[src/rtl/xpll_pkg.sv]
package xpll_pkg;
  localparam int XTAL_IDX = 0;
  localparam int PLL_IDX  = 1;
  localparam int NRES     = 2;

  typedef enum logic [2:0] {
    S_IDLE,
    S_XWAIT,
    S_PLLON,
    S_PWAIT,
    S_STAT,
    S_WR,
    S_FIN,
    S_FAIL
  } seq_state_e;
endpackage

[src/rtl/xpll_wait_timer.sv]
module xpll_wait_timer #(
  parameter int W = 8
) (
  input  logic         clk,
  input  logic         rst_n,
  input  logic         load,
  input  logic [W-1:0] load_val,
  output logic         expired
);
  logic [W-1:0] cnt;

  always_ff @(posedge clk or negedge rst_n) begin
    if (!rst_n)            cnt <= '0;
    else if (load)         cnt <= load_val;
    else if (cnt != '0)    cnt <= cnt - W'(1);
  end

  assign expired = (cnt == '0);
endmodule

[src/rtl/xpll_gpio_regs.sv]
module xpll_gpio_regs #(
  parameter int N = 2
) (
  input  logic         clk,
  input  logic         rst_n,
  input  logic [N-1:0] set_m,
  input  logic [N-1:0] clr_m,
  input  logic [N-1:0] oe_m,
  output logic [N-1:0] q_out,
  output logic [N-1:0] q_oe
);
  for (genvar i = 0; i < N; i++) begin : g_bit
    always_ff @(posedge clk or negedge rst_n) begin
      if (!rst_n) begin
        q_out[i] <= 1'b0;
        q_oe[i]  <= 1'b0;
      end else begin
        if (set_m[i])      q_out[i] <= 1'b1;
        else if (clr_m[i]) q_out[i] <= 1'b0;
        if (oe_m[i])       q_oe[i]  <= 1'b1;
      end
    end
  end
endmodule

[src/rtl/xpll_power_seq.sv]
module xpll_power_seq
  import xpll_pkg::*;
#(
  parameter int XTAL_WAIT = 50000,
  parameter int PLL_WAIT  = 250000,
  parameter int STAT_W    = 16,
  parameter int ABORT_BIT = 11
) (
  input  logic              clk,
  input  logic              rst_n,
  input  logic              req_valid,
  output logic              req_ready,
  input  logic              req_on,
  input  logic [1:0]        req_mask,
  input  logic              xtal_running,
  input  logic              acc_err,
  output logic [1:0]        gpio_out,
  output logic [1:0]        gpio_oe,
  input  logic [STAT_W-1:0] stat_rdata,
  output logic              stat_we,
  output logic [STAT_W-1:0] stat_wdata,
  output logic              done,
  output logic              err
);
  localparam int MAXW = (XTAL_WAIT > PLL_WAIT) ? XTAL_WAIT : PLL_WAIT;
  localparam int CW   = $clog2(MAXW + 1);
  localparam logic [CW-1:0] XW_LD = CW'(XTAL_WAIT - 1);
  localparam logic [CW-1:0] PW_LD = CW'(PLL_WAIT - 1);
  localparam logic [STAT_W-1:0] ABORT_M = STAT_W'(1) << ABORT_BIT;

  seq_state_e st, nxt;
  logic       pll_q;
  logic [NRES-1:0] set_m, clr_m, oe_m;
  logic       ld, expired;
  logic [CW-1:0] ld_val;
  logic       accept;

  assign accept = req_valid && (st == S_IDLE);

  always_comb begin
    nxt    = st;
    set_m  = '0;
    clr_m  = '0;
    oe_m   = '0;
    ld     = 1'b0;
    ld_val = '0;
    unique case (st)
      S_IDLE: if (req_valid) begin
        oe_m = req_mask;
        if (req_on) begin
          if (xtal_running) begin
            nxt = S_STAT;
          end else if (req_mask[XTAL_IDX]) begin
            set_m[XTAL_IDX] = 1'b1;
            set_m[PLL_IDX]  = req_mask[PLL_IDX];
            ld     = 1'b1;
            ld_val = XW_LD;
            nxt    = S_XWAIT;
          end else if (req_mask[PLL_IDX]) begin
            nxt = S_PLLON;
          end else begin
            nxt = S_STAT;
          end
        end else begin
          clr_m[XTAL_IDX] = req_mask[XTAL_IDX];
          set_m[PLL_IDX]  = req_mask[PLL_IDX];
          nxt = S_WR;
        end
      end
      S_XWAIT: begin
        if (acc_err)      nxt = S_FAIL;
        else if (expired) nxt = pll_q ? S_PLLON : S_STAT;
      end
      S_PLLON: begin
        if (acc_err) nxt = S_FAIL;
        else begin
          clr_m[PLL_IDX] = 1'b1;
          ld     = 1'b1;
          ld_val = PW_LD;
          nxt    = S_PWAIT;
        end
      end
      S_PWAIT: begin
        if (acc_err)      nxt = S_FAIL;
        else if (expired) nxt = S_STAT;
      end
      S_STAT:  nxt = acc_err ? S_FAIL : S_FIN;
      S_WR:    nxt = acc_err ? S_FAIL : S_FIN;
      S_FIN:   nxt = S_IDLE;
      S_FAIL:  nxt = S_IDLE;
      default: nxt = S_IDLE;
    endcase
  end

  always_ff @(posedge clk or negedge rst_n) begin
    if (!rst_n) begin
      st    <= S_IDLE;
      pll_q <= 1'b0;
    end else begin
      st <= nxt;
      if (accept) pll_q <= req_mask[PLL_IDX];
    end
  end

  xpll_wait_timer #(.W(CW)) u_timer (
    .clk      (clk),
    .rst_n    (rst_n),
    .load     (ld),
    .load_val (ld_val),
    .expired  (expired)
  );

  xpll_gpio_regs #(.N(NRES)) u_gpio (
    .clk   (clk),
    .rst_n (rst_n),
    .set_m (set_m),
    .clr_m (clr_m),
    .oe_m  (oe_m),
    .q_out (gpio_out),
    .q_oe  (gpio_oe)
  );

  assign req_ready  = (st == S_IDLE);
  assign stat_we    = (st == S_STAT);
  assign stat_wdata = stat_rdata & ~ABORT_M;
  assign done       = (st == S_FIN);
  assign err        = (st == S_FAIL);
endmodule

[config.mk]
export PLATFORM = sky130hd
export DESIGN_NAME = xpll_power_seq
export DESIGN_NICKNAME = d
export VERILOG_FILES = /design/src/rtl/xpll_pkg.sv /design/src/rtl/xpll_wait_timer.sv /design/src/rtl/xpll_gpio_regs.sv /design/src/rtl/xpll_power_seq.sv
export SDC_FILE = /design/constraint.sdc
export NUM_CORES = 1
export LEC_CHECK = 0
export ABC_AREA = 1
export BUFFER_PORTS_ARGS = -buffer_cell sky130_fd_sc_hd__buf_2
export CAP_MARGIN = 20
export CORE_MARGIN = 4
export CORE_UTILIZATION = 48
export DETAILED_ROUTE_END_ITERATION = 16
export PLACE_DENSITY = 0.88
export SETUP_SLACK_MARGIN = 0.5
export SLEW_MARGIN = 5
export SYNTH_ARGS = -nofsm -noshare
export SYNTH_HDL_FRONTEND = slang
export SYNTH_HIERARCHICAL = 1
export SYNTH_SLANG_ARGS = --single-unit
[constraint.sdc]
create_clock -name clk -period 1.63 [get_ports clk]
set_input_delay 0.0815 -clock clk [delete_from_list [all_inputs] [get_ports clk]]
set_output_delay 0.0815 -clock clk [all_outputs]
set_load 0.01 [all_outputs]
==> flow_summary_export.csv, run 1 <==
group,metric,value,unit
logic_synthesis,yosys_register_bits,26,
grt,grtUsageMet1,0.228,
cts,cts_tree,"done",
floorplanning,dieHeight,71.0,um
floorplanning,initial_core_util,0.509,
pwr,clkPwrFrac,0.117,
critical_path,timing.critical_path.fanout_max,8,
critical_path,critPathArrivalTime,1.78,ns
timing,period_minus_slack,1.57,ns
grt,grt_util_all_layers,0.209,
logic_synthesis,synth-edff-count,0,
logic_synthesis,ys.warnings.count,6,
critical_path,reg2reg_setup_slack,0.06,ns
cts,clock_sinks,26,
critical_path,cp-start-kind,"flip-flop",
drt,vias,2118,
critical_path,cp_data_required_time,1.83,ns
critical_path,path_cells,"nor2_4 > nand2_4 > o22ai_4 > buf_6 > inv_8 > nand4_4 > clkinv_4 > a21oi_1",
timing,max-slew-margin-rel,0.586,
grt,top_usage_layer,"met2",
final_layout,fin_nets,358,
pwr,combPwrFrac,0.615,
run,cap_violations,0,
drt,vias_per_cell,5.57,
floorplanning,rows,22,
timing,fin_ws,0.0586,ns
floorplanning,dieArea,5040,um2
grt,grt_overflow,0,
timing,period_share,0.964,
grt,grt_pass1_wl,8570,um
hold_path,holdPathEnd,"pll_q",
drt,route.detailed.drc,0,
placement,place.port_buffers,15,
grt,grt_antenna_before_repair,0,
logic_synthesis,synth_flop_cell,"dfrtp_1",
grt,grt_pass1_vias,1993,
critical_path,end_kind,"flip-flop",
drt,ant_nets,0,
critical_path,criticalPathCategory,"flip-flop to flip-flop",
placement,place.gp.congestion,0.920,
final_layout,layout_commonest_cell,"nand2_1",
pwr,p_leak,1.32,nW
critical_path,cpLargestDelayFamily,"flip-flops",
final_layout,syn_to_final_growth,38.2,%
final_layout,layout_common_cells,"nand2_1 (63), nor2_1 (36), buf_4 (32)",
critical_path,r2r-end,"u_timer/cnt[11]",
timing,report.final.slew_viol_count,0,
cts,cts-root-buf,"clkbuf_8",
drt,wl_per_cell,15.0,um
hold_path,min_path_type,"input port to flip-flop",
cts,clock_latency,0.28,ns
timing,rsz0062_at_grt,"yes",
timing,setup_viol,0,
grt,grtUsageMet3,0.0568,
cts,cts_buffers,3,
critical_path,cp_num_buf_inv,3,
floorplanning,coreArea,3740,um2
hold_path,min_path_cells,3,
critical_path,timing.rr.start,"st[1]",
pwr,irDropWorstVdd,1.16,mV
timing,worst_clock_skew,0.00413,ns
pwr,p_int,2.63,mW
final_layout,drive_gt1_frac,0.392,
placement,post-dp-hpwl,3020,um
drt,first_pass_iters,6,
drt,drt_iter0_markers,252,
final_layout,antenna_cells,0,
timing,tightestPinTransition,0.621,ns
pwr,power_frac_seq,0.268,
critical_path,cpPeakStageDelay,0.47,ns
timing,report.final.hold_viol_count,0,
critical_path,slowest_stage,"dfrtp_2",
cts,htree_num_levels,1,
logic_synthesis,async_flop_share,1.00,
timing,fmax,636,MHz
timing,hold_ws,0.0925,ns
pwr,switching_share,0.456,
grt,grt_max_degree,27,
cts,clock_path_buffers,2,
final_layout,fillers,278,
timing,fin_setup_tns,0,ns
hold_path,min-delay-start,"req_mask[1]",
cts,clk_pin_slew,0.10,ns
logic_synthesis,syn-cell-area,1910,um2
floorplanning,die_w,71.0,um
run_status,status,"complete, no violations",
pwr,power_density,1840,nW/um2
logic_synthesis,yosysSeqAreaShare,0.341,
pwr,switching_power,2.20,mW
drt,wirelength,5690,um
grt,use_met2,0.372,
floorplanning,io_pins,48,
logic_synthesis,syn_avg_cell_area,6.78,um2
critical_path,rr_worst_depth,8,
critical_path,cp.depth,8,
placement,dp_slack,0.107,ns
logic_synthesis,ys_types,32,
logic_synthesis,synth_cells,281,
-- area by class of cell --
cell class                 count  area, um2  area share
timing repair buffer          60        518       0.197
inverter                      34        148      0.0561
clock inverter                 1       30.0      0.0114
timing repair inverter         2       12.5     0.00475
sequential                    26        656       0.249
tap                           48       60.1      0.0228
multi-input combinational    206       1170       0.444
clock buffer                   3       41.3      0.0157
-- cells in the mapped netlist (all sizes together), types with 2 or more instances --
cell	instances	area, um2
a21oi	13	65.1
nand4	4	40.0
nand2	73	292
o21ai	19	95.1
buf	18	130
nor2	56	272
nand3	23	133
dfrtp	26	651
or2	4	25.0
clkbuf	2	7.51
inv	34	128
-- worst reg2reg max path, stage by stage (launching register included) --
cell	delay, ns
dfrtp_2	0.47
nor2_4	0.16
nand2_4	0.08
o22ai_4	0.15
buf_6	0.17
inv_8	0.06
nand4_4	0.15
clkinv_4	0.12
a21oi_1	0.14
-- repair_timing --
action | in CTS | in global routing
cloned | 4 | 1
endpoints found under the setup margin | 30 | 30
buffers inserted | 24 | 11
pin swaps | 10 | 10
gates resized for setup | 23 | 34
hold endpoints to repair | 26 | 0
hold buffers | 1 | 0
-- worst max-delay path by stage --
| stage | start | end | slack [ns] |
|---|---|---|---|
| 6_report | st[1] | u_timer/cnt[11] | 0.06 |
| 5_1_grt | st[2] | u_timer/cnt[13] | -0.0003 |
| 4_1_cts | st[1] | u_timer/cnt[4] | 0.17 |
| 3_5_place_dp | st[0] | u_timer/cnt[17] | 0.11 |
| 3_3_place_gp | st[0] | u_timer/cnt[17] | 0.14 |
| 2_1_floorplan | u_timer/cnt[1] | st[0] | 0.13 |
-- through the flow --
| step | instances | area (um2) | power, mW | util |
|---|---|---|---|---|
| global placement | 335 | 2050 | 3.15 | 0.546 |
| floorplan | 286 | 2010 | 2.79 | - |
| finish | 380 | 2630 | 4.84 | 0.704 |
| CTS | 368 | 2450 | 4.34 | 0.654 |
| global route | 380 | 2630 | 5.14 | 0.704 |
| detailed placement | 335 | 2050 | 3.25 | 0.546 |
-- routing by layer --
metal | share of wire | wire length (um)
met1 | 0.37 | 2130
met2 | 0.50 | 2870
met3 | 0.095 | 538
met4 | 0.027 | 155
met5 | 0 | 0
-- power by group through the flow --
| stage | Sequential (mW) | Combinational (mW) | Clock, mW |
|---|---|---|---|
| floorplan | 1.23 | 1.56 | 0 |
| global placement | 1.25 | 1.90 | 0 |
| detailed placement | 1.26 | 1.99 | 0 |
| CTS | 1.26 | 2.52 | 0.558 |
| global route | 1.33 | 3.23 | 0.584 |
| finish | 1.30 | 2.98 | 0.565 |
-- flip-flops by register name (all words and copies together) (netlist names) --
| signal | cells |
|---|---|
| st | 3 |
| u_gpio/q_oe | 2 |
| pll_q | 1 |
| u_gpio/q_out | 2 |
| u_timer/cnt | 18 |
-- cells by family after synthesis --
kind of cell	after synthesis	synth area share
flip-flops	26	0.341
AO/OA/AOI/OAI	35	0.0946
AND/OR/NAND/NOR	163	0.412
XOR/XNOR	1	0.00460
other	1	0.00197
buffers and inverters	54	0.139
adder cells (fa/ha/maj)	1	0.00656
No activity file was read; power rests on OpenSTA's default activity.
==> run 2: changes to the inputs <==
--- a/config.mk
+++ b/config.mk
@@ -8,8 +8,8 @@
 export ABC_AREA = 1
 export BUFFER_PORTS_ARGS = -buffer_cell sky130_fd_sc_hd__buf_2
-export CAP_MARGIN = 20
 export CORE_MARGIN = 4
 export CORE_UTILIZATION = 48
 export DETAILED_ROUTE_END_ITERATION = 16
+export GPL_ROUTABILITY_DRIVEN = 1
 export PLACE_DENSITY = 0.88
 export SETUP_SLACK_MARGIN = 0.5
==> constraint.sdc (replaced) <==
create_clock -name clk -period 1.63 [get_ports clk]
set_input_delay 0.163 -clock clk [delete_from_list [all_inputs] [get_ports clk]]
set_output_delay 0.163 -clock clk [all_outputs]
set_load 0.01 [all_outputs]
==> flow_summary_export.csv, run 2 (synthesis gave the netlist of run 1 again) <==
group,metric,value,unit
hold_path,min_path_type,"input port to flip-flop",
final_layout,layout.cells.non_filler,382,
critical_path,cp-start-kind,"flip-flop",
final_layout,fillers,266,
floorplanning,die_w,71.0,um
timing,fmax,603,MHz
timing,max-slew-margin-rel,0.591,
critical_path,cpLargestDelayFamily,"simple AND/OR/NAND/NOR gates",
timing,report.final.slew_viol_count,0,
pwr,power_frac_seq,0.251,
run_status,violations,"negative setup slack",
critical_path,critPathArrivalTime,1.83,ns
pwr,p_leak,1.31,nW
final_layout,regMostFlops,"u_timer/cnt",
critical_path,path_cells,"nor2_2 > nand2_2 > nor2_8 > nand4_1 > nor2_2 > nor2_1 > nand2_1 > nand2_1 > nor2_1 > nor2_1",
timing,fin_setup_tns,-0.0288,ns
pwr,p_int,2.82,mW
floorplanning,dieHeight,71.0,um
final_layout,reg.largest.list,"u_timer/cnt (18), st (3)",
drt,route.detailed.drc,0,
pwr,clkPwrFrac,0.106,
timing,period_share,1.02,
floorplanning,io_pins,48,
timing,report.final.hold_viol_count,0,
critical_path,rr_worst_depth,10,
cts,clock_path_buffers,2,
critical_path,cp_data_required_time,1.80,ns
grt,grt_pass1_wl,8870,um
placement,post-dp-hpwl,2970,um
critical_path,cpMostUsedCell,"nor2_1",
critical_path,cp_num_buf_inv,0,
drt,wirelength,6510,um
critical_path,timing.critical_path.fanout_max,3,
critical_path,cpPeakStageDelay,0.44,ns
final_layout,antenna_cells,0,
critical_path,criticalPathCategory,"flip-flop to flip-flop",
cts,clock_sinks,26,
hold_path,min_path_cells,3,
floorplanning,coreArea,3740,um2
pwr,power_density,1940,nW/um2
pwr,switching_share,0.464,
final_layout,regArea,653,um2
cts,cts_buffers,3,
drt,ant_nets,0,
placement,place.port_buffers,15,
final_layout,layout_common_cells,"nand2_1 (59), nor2_1 (32), buf_4 (32)",
run,cap_violations,0,
timing,tightestPinTransition,0.613,ns
final_layout,syn_to_final_growth,41.9,%
critical_path,cp.depth,10,
floorplanning,initial_core_util,0.509,
timing,hold_ws,0.163,ns
drt,vias_per_cell,5.77,
pwr,switching_power,2.44,mW
timing,setup_viol,1,
grt,grt_overflow,0,
drt,drt_iter0_markers,285,
timing,period_minus_slack,1.66,ns
cts,htree_num_levels,1,
timing,rsz0062_at_grt,"yes",
final_layout,fin_nets,360,
timing,worst_clock_skew,0.0103,ns
placement,dp_slack,0.104,ns
drt,wl_per_cell,17.0,um
grt,grt_util_all_layers,0.217,
grt,grt_max_degree,27,
critical_path,slowest_stage,"dfrtp_1",
timing,fin_ws,-0.0288,ns
cts,clk_pin_slew,0.11,ns
run_status,status,"finished with violations",
pwr,combPwrFrac,0.643,
grt,grt_pass1_vias,1997,
final_layout,layout_commonest_cell,"nand2_1",
final_layout,largest_reg_flops,18,
cts,clock_latency,0.28,ns
cts,cts-root-buf,"clkbuf_8",
critical_path,end_kind,"flip-flop",
grt,grt_antenna_before_repair,0,
cts,cts_tree,"done",
final_layout,drive_gt1_frac,0.416,
drt,vias,2205,
drt,first_pass_iters,6,
pwr,irDropWorstVdd,1.23,mV
final_layout,multiInputGateArea,1200,um2
floorplanning,rows,22,
placement,place.gp.congestion,0.892,
floorplanning,dieArea,5040,um2
placement,place_inst,335,
[run 2: cell types whose count changed in the layout (fill, tap and decap cells not counted), sizes merged]
cell / before / now
clkbuf: 3 / 4
buf: 59 / 60
[run 2: timing repair]
action                     in CTS  in global routing
setup endpoints to repair      30                 30
hold endpoints to repair       26                  0
pin swaps                      13                 17
gates cloned                    3                  2
hold buffers                    1                  0
buffers inserted               22                 15
gates resized for setup        28                 41
[run 2: power by group through the flow]
stage / clock [mW] / sequential [mW] / combinational, mW
6_report: 0.559 / 1.32 / 3.38
5_1_grt: 0.584 / 1.35 / 3.61
4_1_cts: 0.557 / 1.26 / 2.60
3_5_place_dp: 0 / 1.27 / 1.98
3_3_place_gp: 0 / 1.25 / 1.90
2_1_floorplan: 0 / 1.23 / 1.56
[run 2: worst paths after layout]
kind                              endpoint  slack, ns           start
max                                  st[0]      -0.03  u_timer/cnt[6]
min                                  pll_q       0.16     req_mask[1]
max reg2reg                          st[0]      -0.03  u_timer/cnt[6]
min reg2reg                 u_gpio/q_oe[1]       0.48  u_gpio/q_oe[1]
max in group asynchronous            st[1]       0.78           rst_n
min in group asynchronous  u_timer/cnt[11]       0.42           rst_n
[run 2: cell type report]
class / count / share of cell area
clock buffer: 3 / 0.0153
clock inverter: 1 / 0.0111
inverter: 34 / 0.0565
multi-input combinational: 206 / 0.443
sequential: 26 / 0.242
tap: 48 / 0.0222
timing repair buffer: 62 / 0.205
timing repair inverter: 2 / 0.00555
[run 2: per-layer routing]
layer | share of wire | GRT usage
met5 | 0 | 0
met4 | 0.056 | 0.106
met2 | 0.51 | 0.408
met1 | 0.36 | 0.244
met3 | 0.072 | 0.0185
[run 2: worst reg2reg max path, cell delays in order (launching register included)]
cell,delay [ns]
dfrtp_1,0.44
nor2_2,0.18
nand2_2,0.12
nor2_8,0.14
nand4_1,0.15
nor2_2,0.19
nor2_1,0.05
nand2_1,0.07
nand2_1,0.06
nor2_1,0.09
nor2_1,0.04
[run 2: stage by stage]
step	total power [mW]	utilization	cell area, um2
3_3_place_gp	3.15	0.546	2050
2_1_floorplan	2.79	-	2010
5_1_grt	5.54	0.722	2700
4_1_cts	4.42	0.651	2440
6_report	5.26	0.722	2700
3_5_place_dp	3.25	0.546	2050
